**config.mk**
```make
export PLATFORM = sky130hd
export DESIGN_NAME = vme_slave_xfer
export DESIGN_NICKNAME = d
export VERILOG_FILES = /design/src/rtl/vme_pkg.sv /design/src/rtl/vme_sync.sv /design/src/rtl/vme_addr_decode.sv /design/src/rtl/vme_xfer_ctrl.sv /design/src/rtl/vme_slave_xfer.sv
export SDC_FILE = /design/constraint.sdc
export NUM_CORES = 1
export LEC_CHECK = 0
export BUFFER_PORTS_ARGS = -buffer_cell sky130_fd_sc_hd__buf_2
export CORE_MARGIN = 2
export CORE_UTILIZATION = 30
export DETAILED_ROUTE_END_ITERATION = 12
export GPL_TIMING_DRIVEN = 0
export PLACE_DENSITY = 0.61
export SKIP_CTS_REPAIR_TIMING = 1
export SLEW_MARGIN = 20
export SYNTH_ARGS = -nofsm -noshare
export SYNTH_HDL_FRONTEND = slang
export SYNTH_HIERARCHICAL = 1
export SYNTH_SLANG_ARGS = --single-unit
```
**constraint.sdc**
```tcl
create_clock -name clk -period 4.95 [get_ports clk]
set_input_delay 0.495 -clock clk [delete_from_list [all_inputs] [get_ports clk]]
set_output_delay 0.495 -clock clk [all_outputs]
set_load 0.02 [all_outputs]
```
**src/rtl/vme_pkg.sv**
```systemverilog
package vme_pkg;

  typedef enum logic [2:0] {
    ST_IDLE,
    ST_DECODE,
    ST_ACCESS,
    ST_ACK,
    ST_WAIT_DS_HIGH,
    ST_RESCIND,
    ST_RELEASE
  } xfer_st_t;

  localparam logic [5:0] AM_SHORT_USER = 6'h29;
  localparam logic [5:0] AM_SHORT_SUPV = 6'h2D;
  localparam logic [5:0] AM_STD_USER   = 6'h39;
  localparam logic [5:0] AM_STD_SUPV   = 6'h3D;

endpackage

```
**src/rtl/vme_sync.sv**
```systemverilog
module vme_sync #(
  parameter int          W       = 4,
  parameter int          STAGES  = 2,
  parameter logic [W-1:0] RST_VAL = '1
) (
  input  logic         clk,
  input  logic         rst,
  input  logic [W-1:0] d,
  output logic [W-1:0] q
);

  logic [W-1:0] pipe [STAGES];

  for (genvar s = 0; s < STAGES; s++) begin : g_stage
    if (s == 0) begin : g_first
      always_ff @(posedge clk) begin
        if (rst) pipe[s] <= RST_VAL;
        else     pipe[s] <= d;
      end
    end else begin : g_next
      always_ff @(posedge clk) begin
        if (rst) pipe[s] <= RST_VAL;
        else     pipe[s] <= pipe[s-1];
      end
    end
  end

  assign q = pipe[STAGES-1];

endmodule

```
**src/rtl/vme_addr_decode.sv**
```systemverilog
module vme_addr_decode
  import vme_pkg::*;
#(
  parameter int          REG_AW   = 4,
  parameter logic [15:0] A16_BASE = 16'hC000,
  parameter logic [23:0] A24_BASE = 24'h3A0000,
  localparam int         LO       = REG_AW + 1
) (
  input  logic [5:0]    am,
  input  logic [23:LO]  addr_hi,
  input  logic          iack_n,
  input  logic          lword_n,
  output logic          hit,
  output logic          std_space
);

  logic am_short, am_std, win_short, win_std, plain;

  always_comb begin
    am_short  = (am == AM_SHORT_USER) || (am == AM_SHORT_SUPV);
    am_std    = (am == AM_STD_USER)   || (am == AM_STD_SUPV);
    win_short = (addr_hi[15:LO] == A16_BASE[15:LO]);
    win_std   = (addr_hi[23:LO] == A24_BASE[23:LO]);
    plain     = iack_n && lword_n;
    std_space = am_std;
    hit       = plain && ((am_short && win_short) || (am_std && win_std));
  end

endmodule

```
**src/rtl/vme_xfer_ctrl.sv**
```systemverilog
module vme_xfer_ctrl
  import vme_pkg::*;
#(
  parameter int  REG_AW      = 4,
  parameter int  RESCIND_CYC = 2,
  localparam int LO          = REG_AW + 1,
  localparam int RC_W        = $clog2(RESCIND_CYC + 1)
) (
  input  logic              clk,
  input  logic              rst,
  input  logic              as_s,
  input  logic [1:0]        ds_s,
  input  logic              wr_s,
  input  logic [23:1]       bus_addr,
  input  logic [5:0]        bus_am,
  input  logic              bus_iack_n,
  input  logic              bus_lword_n,
  input  logic [15:0]       bus_data_in,
  input  logic              hit,
  output logic [5:0]        lat_am,
  output logic [23:LO]      lat_addr_hi,
  output logic              lat_iack_n,
  output logic              lat_lword_n,
  output logic [REG_AW-1:0] reg_addr,
  output logic [15:0]       reg_wdata,
  output logic              reg_we,
  output logic              reg_re,
  input  logic [15:0]       reg_rdata,
  output logic [15:0]       data_out,
  output logic              data_oe,
  output logic              dtack_oe,
  output logic              dtack_o,
  output logic              board_sel_n
);

  xfer_st_t        st;
  logic            as_q;
  logic            cyc_wr;
  logic [RC_W-1:0] rc;

  always_ff @(posedge clk) begin
    if (rst) begin
      st          <= ST_IDLE;
      as_q        <= 1'b1;
      cyc_wr      <= 1'b0;
      rc          <= '0;
      lat_am      <= '0;
      lat_addr_hi <= '0;
      lat_iack_n  <= 1'b1;
      lat_lword_n <= 1'b1;
      reg_addr    <= '0;
      reg_wdata   <= '0;
      reg_we      <= 1'b0;
      reg_re      <= 1'b0;
      data_out    <= '0;
      data_oe     <= 1'b0;
      dtack_oe    <= 1'b0;
      dtack_o     <= 1'b1;
      board_sel_n <= 1'b1;
    end else begin
      as_q <= as_s;
      unique case (st)
        ST_IDLE: begin
          if (!as_s && as_q) begin
            lat_am      <= bus_am;
            lat_addr_hi <= bus_addr[23:LO];
            lat_iack_n  <= bus_iack_n;
            lat_lword_n <= bus_lword_n;
            reg_addr    <= bus_addr[REG_AW:1];
            st          <= ST_DECODE;
          end
        end
        ST_DECODE: begin
          if (!hit) begin
            st <= ST_RELEASE;
          end else if (as_s) begin
            board_sel_n <= 1'b1;
            st          <= ST_IDLE;
          end else begin
            board_sel_n <= 1'b0;
            if (ds_s == 2'b00) begin
              cyc_wr <= !wr_s;
              if (!wr_s) begin
                reg_we    <= 1'b1;
                reg_wdata <= bus_data_in;
              end else begin
                reg_re <= 1'b1;
              end
              st <= ST_ACCESS;
            end
          end
        end
        ST_ACCESS: begin
          reg_we <= 1'b0;
          reg_re <= 1'b0;
          if (!cyc_wr) begin
            data_out <= reg_rdata;
            data_oe  <= 1'b1;
          end
          st <= ST_ACK;
        end
        ST_ACK: begin
          dtack_oe <= 1'b1;
          dtack_o  <= 1'b0;
          st       <= ST_WAIT_DS_HIGH;
        end
        ST_WAIT_DS_HIGH: begin
          if (ds_s == 2'b11) begin
            data_oe <= 1'b0;
            dtack_o <= 1'b1;
            rc      <= '0;
            st      <= ST_RESCIND;
          end
        end
        ST_RESCIND: begin
          if (rc == RC_W'(RESCIND_CYC - 1)) begin
            dtack_oe <= 1'b0;
            st       <= ST_RELEASE;
          end else begin
            rc <= rc + 1'b1;
          end
        end
        ST_RELEASE: begin
          if (as_s) begin
            board_sel_n <= 1'b1;
            st          <= ST_IDLE;
          end
        end
        default: st <= ST_IDLE;
      endcase
    end
  end

  AST_WE_SINGLE: assert property (@(posedge clk) disable iff (rst)
    reg_we |=> !reg_we);
  AST_STROBES_BOTH_LOW: assert property (@(posedge clk) disable iff (rst)
    $rose(reg_we || reg_re) |-> ($past(ds_s) == 2'b00));
  AST_ACCESS_PLAIN: assert property (@(posedge clk) disable iff (rst)
    (st == ST_ACCESS) |-> (lat_iack_n && lat_lword_n));
  AST_DATA_BEFORE_ACK: assert property (@(posedge clk) disable iff (rst)
    (dtack_oe && !dtack_o && !cyc_wr) |-> data_oe);
  AST_ACK_HOLD: assert property (@(posedge clk) disable iff (rst)
    (dtack_oe && !dtack_o && ds_s != 2'b11) |=> (dtack_oe && !dtack_o));
  AST_RESCIND_HIGH: assert property (@(posedge clk) disable iff (rst)
    $fell(dtack_oe) |-> $past(dtack_o));

endmodule

```
**src/rtl/vme_slave_xfer.sv**
```systemverilog
module vme_slave_xfer #(
  parameter int          REG_AW      = 4,
  parameter int          RESCIND_CYC = 2,
  parameter int          SYNC_STAGES = 2,
  parameter logic [15:0] A16_BASE    = 16'hC000,
  parameter logic [23:0] A24_BASE    = 24'h3A0000
) (
  input  logic              clk,
  input  logic              rst,
  input  logic              bus_as_n,
  input  logic [1:0]        bus_ds_n,
  input  logic              bus_write_n,
  input  logic [5:0]        bus_am,
  input  logic [23:1]       bus_addr,
  input  logic              bus_iack_n,
  input  logic              bus_lword_n,
  input  logic [15:0]       bus_data_in,
  output logic [15:0]       bus_data_out,
  output logic              bus_data_oe,
  output logic              dtack_oe,
  output logic              dtack_level,
  output logic              board_sel_n,
  output logic [REG_AW-1:0] reg_addr,
  output logic [15:0]       reg_wdata,
  output logic              reg_we,
  output logic              reg_re,
  input  logic [15:0]       reg_rdata
);

  localparam int LO = REG_AW + 1;

  logic [3:0]   ctl_s;
  logic         as_s, wr_s;
  logic [1:0]   ds_s;
  logic [5:0]   lat_am;
  logic [23:LO] lat_addr_hi;
  logic         lat_iack_n, lat_lword_n, hit, std_space;

  vme_sync #(.W(4), .STAGES(SYNC_STAGES), .RST_VAL(4'hF)) u_sync (
    .clk (clk),
    .rst (rst),
    .d   ({bus_as_n, bus_ds_n, bus_write_n}),
    .q   (ctl_s)
  );

  assign as_s = ctl_s[3];
  assign ds_s = ctl_s[2:1];
  assign wr_s = ctl_s[0];

  vme_addr_decode #(.REG_AW(REG_AW), .A16_BASE(A16_BASE), .A24_BASE(A24_BASE)) u_dec (
    .am        (lat_am),
    .addr_hi   (lat_addr_hi),
    .iack_n    (lat_iack_n),
    .lword_n   (lat_lword_n),
    .hit       (hit),
    .std_space (std_space)
  );

  vme_xfer_ctrl #(.REG_AW(REG_AW), .RESCIND_CYC(RESCIND_CYC)) u_ctrl (
    .clk         (clk),
    .rst         (rst),
    .as_s        (as_s),
    .ds_s        (ds_s),
    .wr_s        (wr_s),
    .bus_addr    (bus_addr),
    .bus_am      (bus_am),
    .bus_iack_n  (bus_iack_n),
    .bus_lword_n (bus_lword_n),
    .bus_data_in (bus_data_in),
    .hit         (hit),
    .lat_am      (lat_am),
    .lat_addr_hi (lat_addr_hi),
    .lat_iack_n  (lat_iack_n),
    .lat_lword_n (lat_lword_n),
    .reg_addr    (reg_addr),
    .reg_wdata   (reg_wdata),
    .reg_we      (reg_we),
    .reg_re      (reg_re),
    .reg_rdata   (reg_rdata),
    .data_out    (bus_data_out),
    .data_oe     (bus_data_oe),
    .dtack_oe    (dtack_oe),
    .dtack_o     (dtack_level),
    .board_sel_n (board_sel_n)
  );

  AST_RST_QUIET: assert property (@(posedge clk)
    rst |=> (!dtack_oe && !bus_data_oe && board_sel_n && !reg_we && !reg_re));
  AST_ACK_SELECTED: assert property (@(posedge clk) disable iff (rst)
    dtack_oe |-> !board_sel_n);
  AST_STD_AM_OK: assert property (@(posedge clk) disable iff (rst)
    (hit && std_space) |-> (lat_am[5:4] == 2'b11));

endmodule

```
## Yosys cells after proc, flatten, opt, wreduce, memory -nomap -nowiden

Memory sizes are Yosys's and may differ from the RTL's.
Cells that the tools add are included.

| word-level totals | value |
|---|---|
| flip-flop bits (word level) | 76 |
| memory bits (writable) | 8 |
| input bits | 69 |
| output and inout bits | 42 |
| memories kept | 1 |

| cells by class | value |
|---|---|
| $add $sub $neg | 1 |
| equality and inequality tests | 26 |
| muxes and demuxes | 37 |
| bitwise operators | 5 |
| reduce and logical (&&, ||, !) cells | 30 |

Memories:

| memory | depth | bits a word | rd ports | clocked after memory_dff | write ports | RTL line | source |
|---|---|---|---|---|---|---|---|
| u_sync.pipe | 2 | 4 | 2 | 0 | 2 | vme_sync.sv:12 | `logic [W-1:0] pipe [STAGES];` |

Operators by type and width:

| kind | number |
|---|---|
| 6-bit equality test, second input constant | 4 |
| 3-bit 2-to-1 mux | 7 |
| 3-bit case mux with 7 select lines | 1 |
| 5-bit AND reduction | 4 |
| 19-bit by 17-bit equality test with 1-bit output, second input constant | 1 |
| 1-bit 2-to-1 mux | 18 |
| 2-bit != test, second input constant | 6 |
| 1-bit case mux with 2 select lines | 6 |
| 2-bit nonzero test | 6 |
| 11-bit equality test, second input constant | 1 |
| 2-bit by 1-bit != test with 1-bit output, second input constant | 5 |
| 3-bit equality test, second input constant | 3 |
| 3-bit AND reduction | 3 |
| 4-bit 2-to-1 mux | 2 |
| 2-bit AND reduction | 4 |
| 3-bit by 2-bit equality test with 1-bit output, second input constant | 2 |
| 1-bit logical AND | 5 |
| 2-bit 2-to-1 mux | 2 |
| 4-bit != test, second input constant | 1 |
| 2-bit case mux with 2 select lines | 1 |
| 4-bit AND reduction | 1 |
| 3-bit by 1-bit equality test with 1-bit output, second input constant | 1 |
| 3-bit zero test | 1 |
| 1-bit logical OR | 3 |
| other kinds (7) | 11 |

## Depth between registers and ports, before layout

| depth | value |
|---|---|
| word-level depth | 7 |
| mapped depth | 9 |
| depth with buffers taken out | 7 |

## Modules after synthesis

The synthesis kept the hierarchy.

By module, submodules not included:

| module | times used | cells each | area an instance (sq um) |
|---|---|---|---|
| vme_xfer_ctrl | 1 | 344 | 2890.3 |
| vme_sync | 1 | 16 | 210.2 |
| vme_addr_decode | 1 | 12 | 97.6 |

## Least setup slack after synthesis

No wires, ideal clock.

| timing | value |
|---|---|
| path kind | register -> register |
| from | register u_ctrl/lat_addr_hi[14] (netlist bit) |
| to | register u_ctrl.reg_wdata[10] |
| setup time | 0.128 ns |
| arrival | 1.859 ns |
| setup slack | 2.964 ns |
| stages on the path, launching flop included | 10 |
| buffers on the path | 2 |
| period minus slack after synthesis | 1.986 ns |
| cell sequence | dfxtp_1 > nor4b_2 > nand4_1 > a21oi_1 > and4bb_1 > nor3b_2 > buf_6 > buf_12 > mux2i_1 > nor2_1 |

| on the way | value |
|---|---|
| cells in the longest elaborated chain, start to end | 5 |

Ends and longest elaborated chain:

| item | RTL line | source |
|---|---|---|
| from (decl) | vme_xfer_ctrl.sv:21 | `output logic [23:LO] lat_addr_hi,` |
| from (signal assigned) | vme_xfer_ctrl.sv:66 | `lat_addr_hi <= bus_addr[23:LO];` |
| 19-bit by 17-bit equality test with 1-bit output / 11-bit equality test (equally long branches) | vme_addr_decode.sv:23, vme_addr_decode.sv:22 |  |
| 1-bit logical AND | vme_addr_decode.sv:26 | `hit = plain && ((am_short && win_short) \|\| (am_std && win_std));` |
| 1-bit logical OR (*) | vme_addr_decode.sv:26 |  |
| 1-bit logical AND (*) | vme_addr_decode.sv:26 |  |
| net hit | vme_slave_xfer.sv:37 | `logic lat_iack_n, lat_lword_n, hit, std_space;` |
| 5-bit AND reduction (no source line) (*) | - |  |
| to (signal assigned) | vme_xfer_ctrl.sv:85 | `reg_wdata <= bus_data_in;` |
| to (decl) | vme_xfer_ctrl.sv:25 | `output logic [15:0] reg_wdata,` |

Mark *: on every way through the listed nets, which the timed path passes. The rest lies on a longest branch.
A chain may end at the register's enable or synchronous reset.

## Worst setup path in the final report

| timing | value |
|---|---|
| from | register u_ctrl/lat_addr_hi[8] (netlist bit) |
| to | register u_ctrl.reg_wdata[9] |

Same word-level chain as after synthesis.

==> impl_results.md <==
- Register area: 1660 µm²
- Total number of vias: about 2800
- Final hold vios: 0
- Core area: 10300 µm²
- CTS H-tree depth: 3
- IO Port Bufs: about 110
- Syn Nets: between 400 and 500
- Logic pwr share: about a fifth
- Mapped Cells: between 300 and 400
- CP startpoint kind: register
- Vias in the first global route: 2704
- RSZ-0062 raised after global routing: false
- Avg WL per Cell: ~12 µm
- DRC viols: 0
- Leak: between 1.5 and 2 nW
- Die ar.: between 10000 and 15000 µm²
- Synthesized area per cell: approximately 8.6 µm²
- FP Rows: 37
- First-pass GRT wire length: 12700 µm
- Worst Max-Slew Pin Slew: around 0.75 ns
- Layout fillers: around 1100
- Crit-path slowest cell: nor4b_1
- CTS Sinks: 83
- Most common cell after layout, fill and taps aside: buf_2
- # diodes: 0
- Setup TNS: 0 ns
- Total gr overflow: 0
- CP delay by family, top: simple AND/OR/NAND/NOR gates
- Antenna-violating nets left: 0
- Gr usage total: between 10% and 20%
- Clock slew at reported path FFs: roughly 0.09 ns
- GPL Wtd Cong: about 0.85
- Fin crit period: 2.44 ns
- Fraction of layout cells with a size suffix above 1: 27.4%
- Max_cap viols: 0
- Max Freq: roughly 0.41 GHz
- Final Max Slew Viols: 0
- Starting Density: between 30% and 40%
- Pre-CTS setup slack: roughly 2.5 ns
- Initial antenna violation count: 0
- WP buf/inv: 2
- Max incr delay on CP: about 0.35 ns
- Peak supply drop: around 0.00013 V
- Crit path DAT: about 2.7 ns
- Setup CP Type: reg2reg
- Initial drt markers: roughly 130
- Detailed Routing Iterations Pass 1: 4
- Final setup violating endpoints: 0
- Pwr dens: about 400 nW/µm²
- CP Cell Sequence: nor4b_1 > nand4_1 > a21oi_1 > and4bb_1 > nor3b_2 > buf_6 > buf_12 > mux2i_1 > nor2_1
- Total CTS buffers: 9
- Num ports: roughly 110
- Die span in y: around 110 µm
- Post-Layout Cell Count: between 600 and 700
- Slew headroom: 49.8%
- CP Max Fanout: 10
- Critical Path RT: just over 5 ns
- Area growth syn-to-layout: 29.5%
- HPWL after detailed placement: 5750 µm
- Worst-Skew Late Latency: between 0.3 and 0.4 ns
- Switch Pwr: 0.000492 W
- Largest net degree at the start of global routing: 15
- Final wirelength: approximately 8000 µm
- Max Clock Skew: 0.0129 ns
- Cell Int Power: about 0.0011 W
- CTS root buf: clkbuf_8
- Critical path endpoint category: register
- Hold slack: ~0.32 ns
- DR vias/cell: between 4 and 5
- Nets: approximately 560
- Die W: roughly 110 µm
- Cells after DPL: ~600
- Most frequent cells in the layout: buf_2, nand2_1, dfxtp_1
- Area occupied by multi-input gates: between 1000 and 1500 µm²
- Clock tree from TritonCTS: yes
- Clock power frac: approximately a third
- Synth warn: 6
- CTS Buffer Depth: 2
- Sw Share: around 30%
- Run status: completed
- Setup WS post-layout: 2.51 ns
- Flop pwr share: ~46%
- Worst Hold Class: in2reg
- Tcrit/Tclk final: 49.4%
- Synthesized area: between 3000 and 4000 µm²
sequential cells by signal, summed over array words and instances (netlist names), 2 cells and up:
| register | flops |
|---|---|
| u_ctrl/data_out | 16 |
| u_ctrl/lat_addr_hi | 19 |
| u_ctrl/lat_am | 5 |
| u_ctrl/rc | 2 |
| u_ctrl/reg_addr | 4 |
| u_ctrl/reg_wdata | 16 |
| u_ctrl/st | 3 |
| u_sync/pipe | 8 |
power groups by stage:
stage | sequential (W) | clock [W] | combinational, W
6_report | 0.000757 | 0.000538 | 0.000337
5_1_grt | 0.000765 | 0.000585 | 0.000375
4_1_cts | 0.000757 | 0.000553 | 0.000338
3_5_place_dp | 0.000773 | 0 | 0.000337
3_3_place_gp | 0.000770 | 0 | 0.000328
2_1_floorplan | 0.000801 | 0 | 0.000195
through the flow:
step                      total power, W  util [%]  cell area [µm²]
after floorplan                 0.000995         -             3160
after global placement           0.00110      37.7             3870
after detailed placement         0.00111      37.7             3870
after CTS                        0.00165      39.8             4090
after global routing             0.00173      39.8             4090
final                            0.00163      39.8             4090
routing by layer:
| layer | GRT usage (%) | share of wire, % |
|---|---|---|
| met1 | 18.1 | 47 |
| met2 | 22.9 | 45 |
| met3 | 3.22 | 6.0 |
| met4 | 6.96 | 2.1 |
| met5 | 0 | 0 |
layout make-up:
type,instances,area share [%]
plain buffers,24,2.94
clock buffers,10,3.12
clock inverters,6,2.17
inverters,3,0.275
multi-input cells,257,33.4
flip-flops and latches,83,40.6
well taps,136,4.16
repair buffers,109,13.3
path summary, 6_finish.rpt:
| path | start | endpoint | slack (ns) | cells after the start |
|---|---|---|---|---|
| hold reg to reg | u_sync/pipe[0][1] | u_sync/pipe[1][1] | 0.41 | 1 |
| setup / recovery | u_ctrl/lat_addr_hi[8] | u_ctrl/reg_wdata[9] | 2.51 | 9 |
| setup reg to reg | u_ctrl/lat_addr_hi[8] | u_ctrl/reg_wdata[9] | 2.51 | 9 |
| hold / removal | bus_ds_n[0] | u_sync/pipe[0][1] | 0.32 | 2 |
Power figures use the tool's default switching activity.
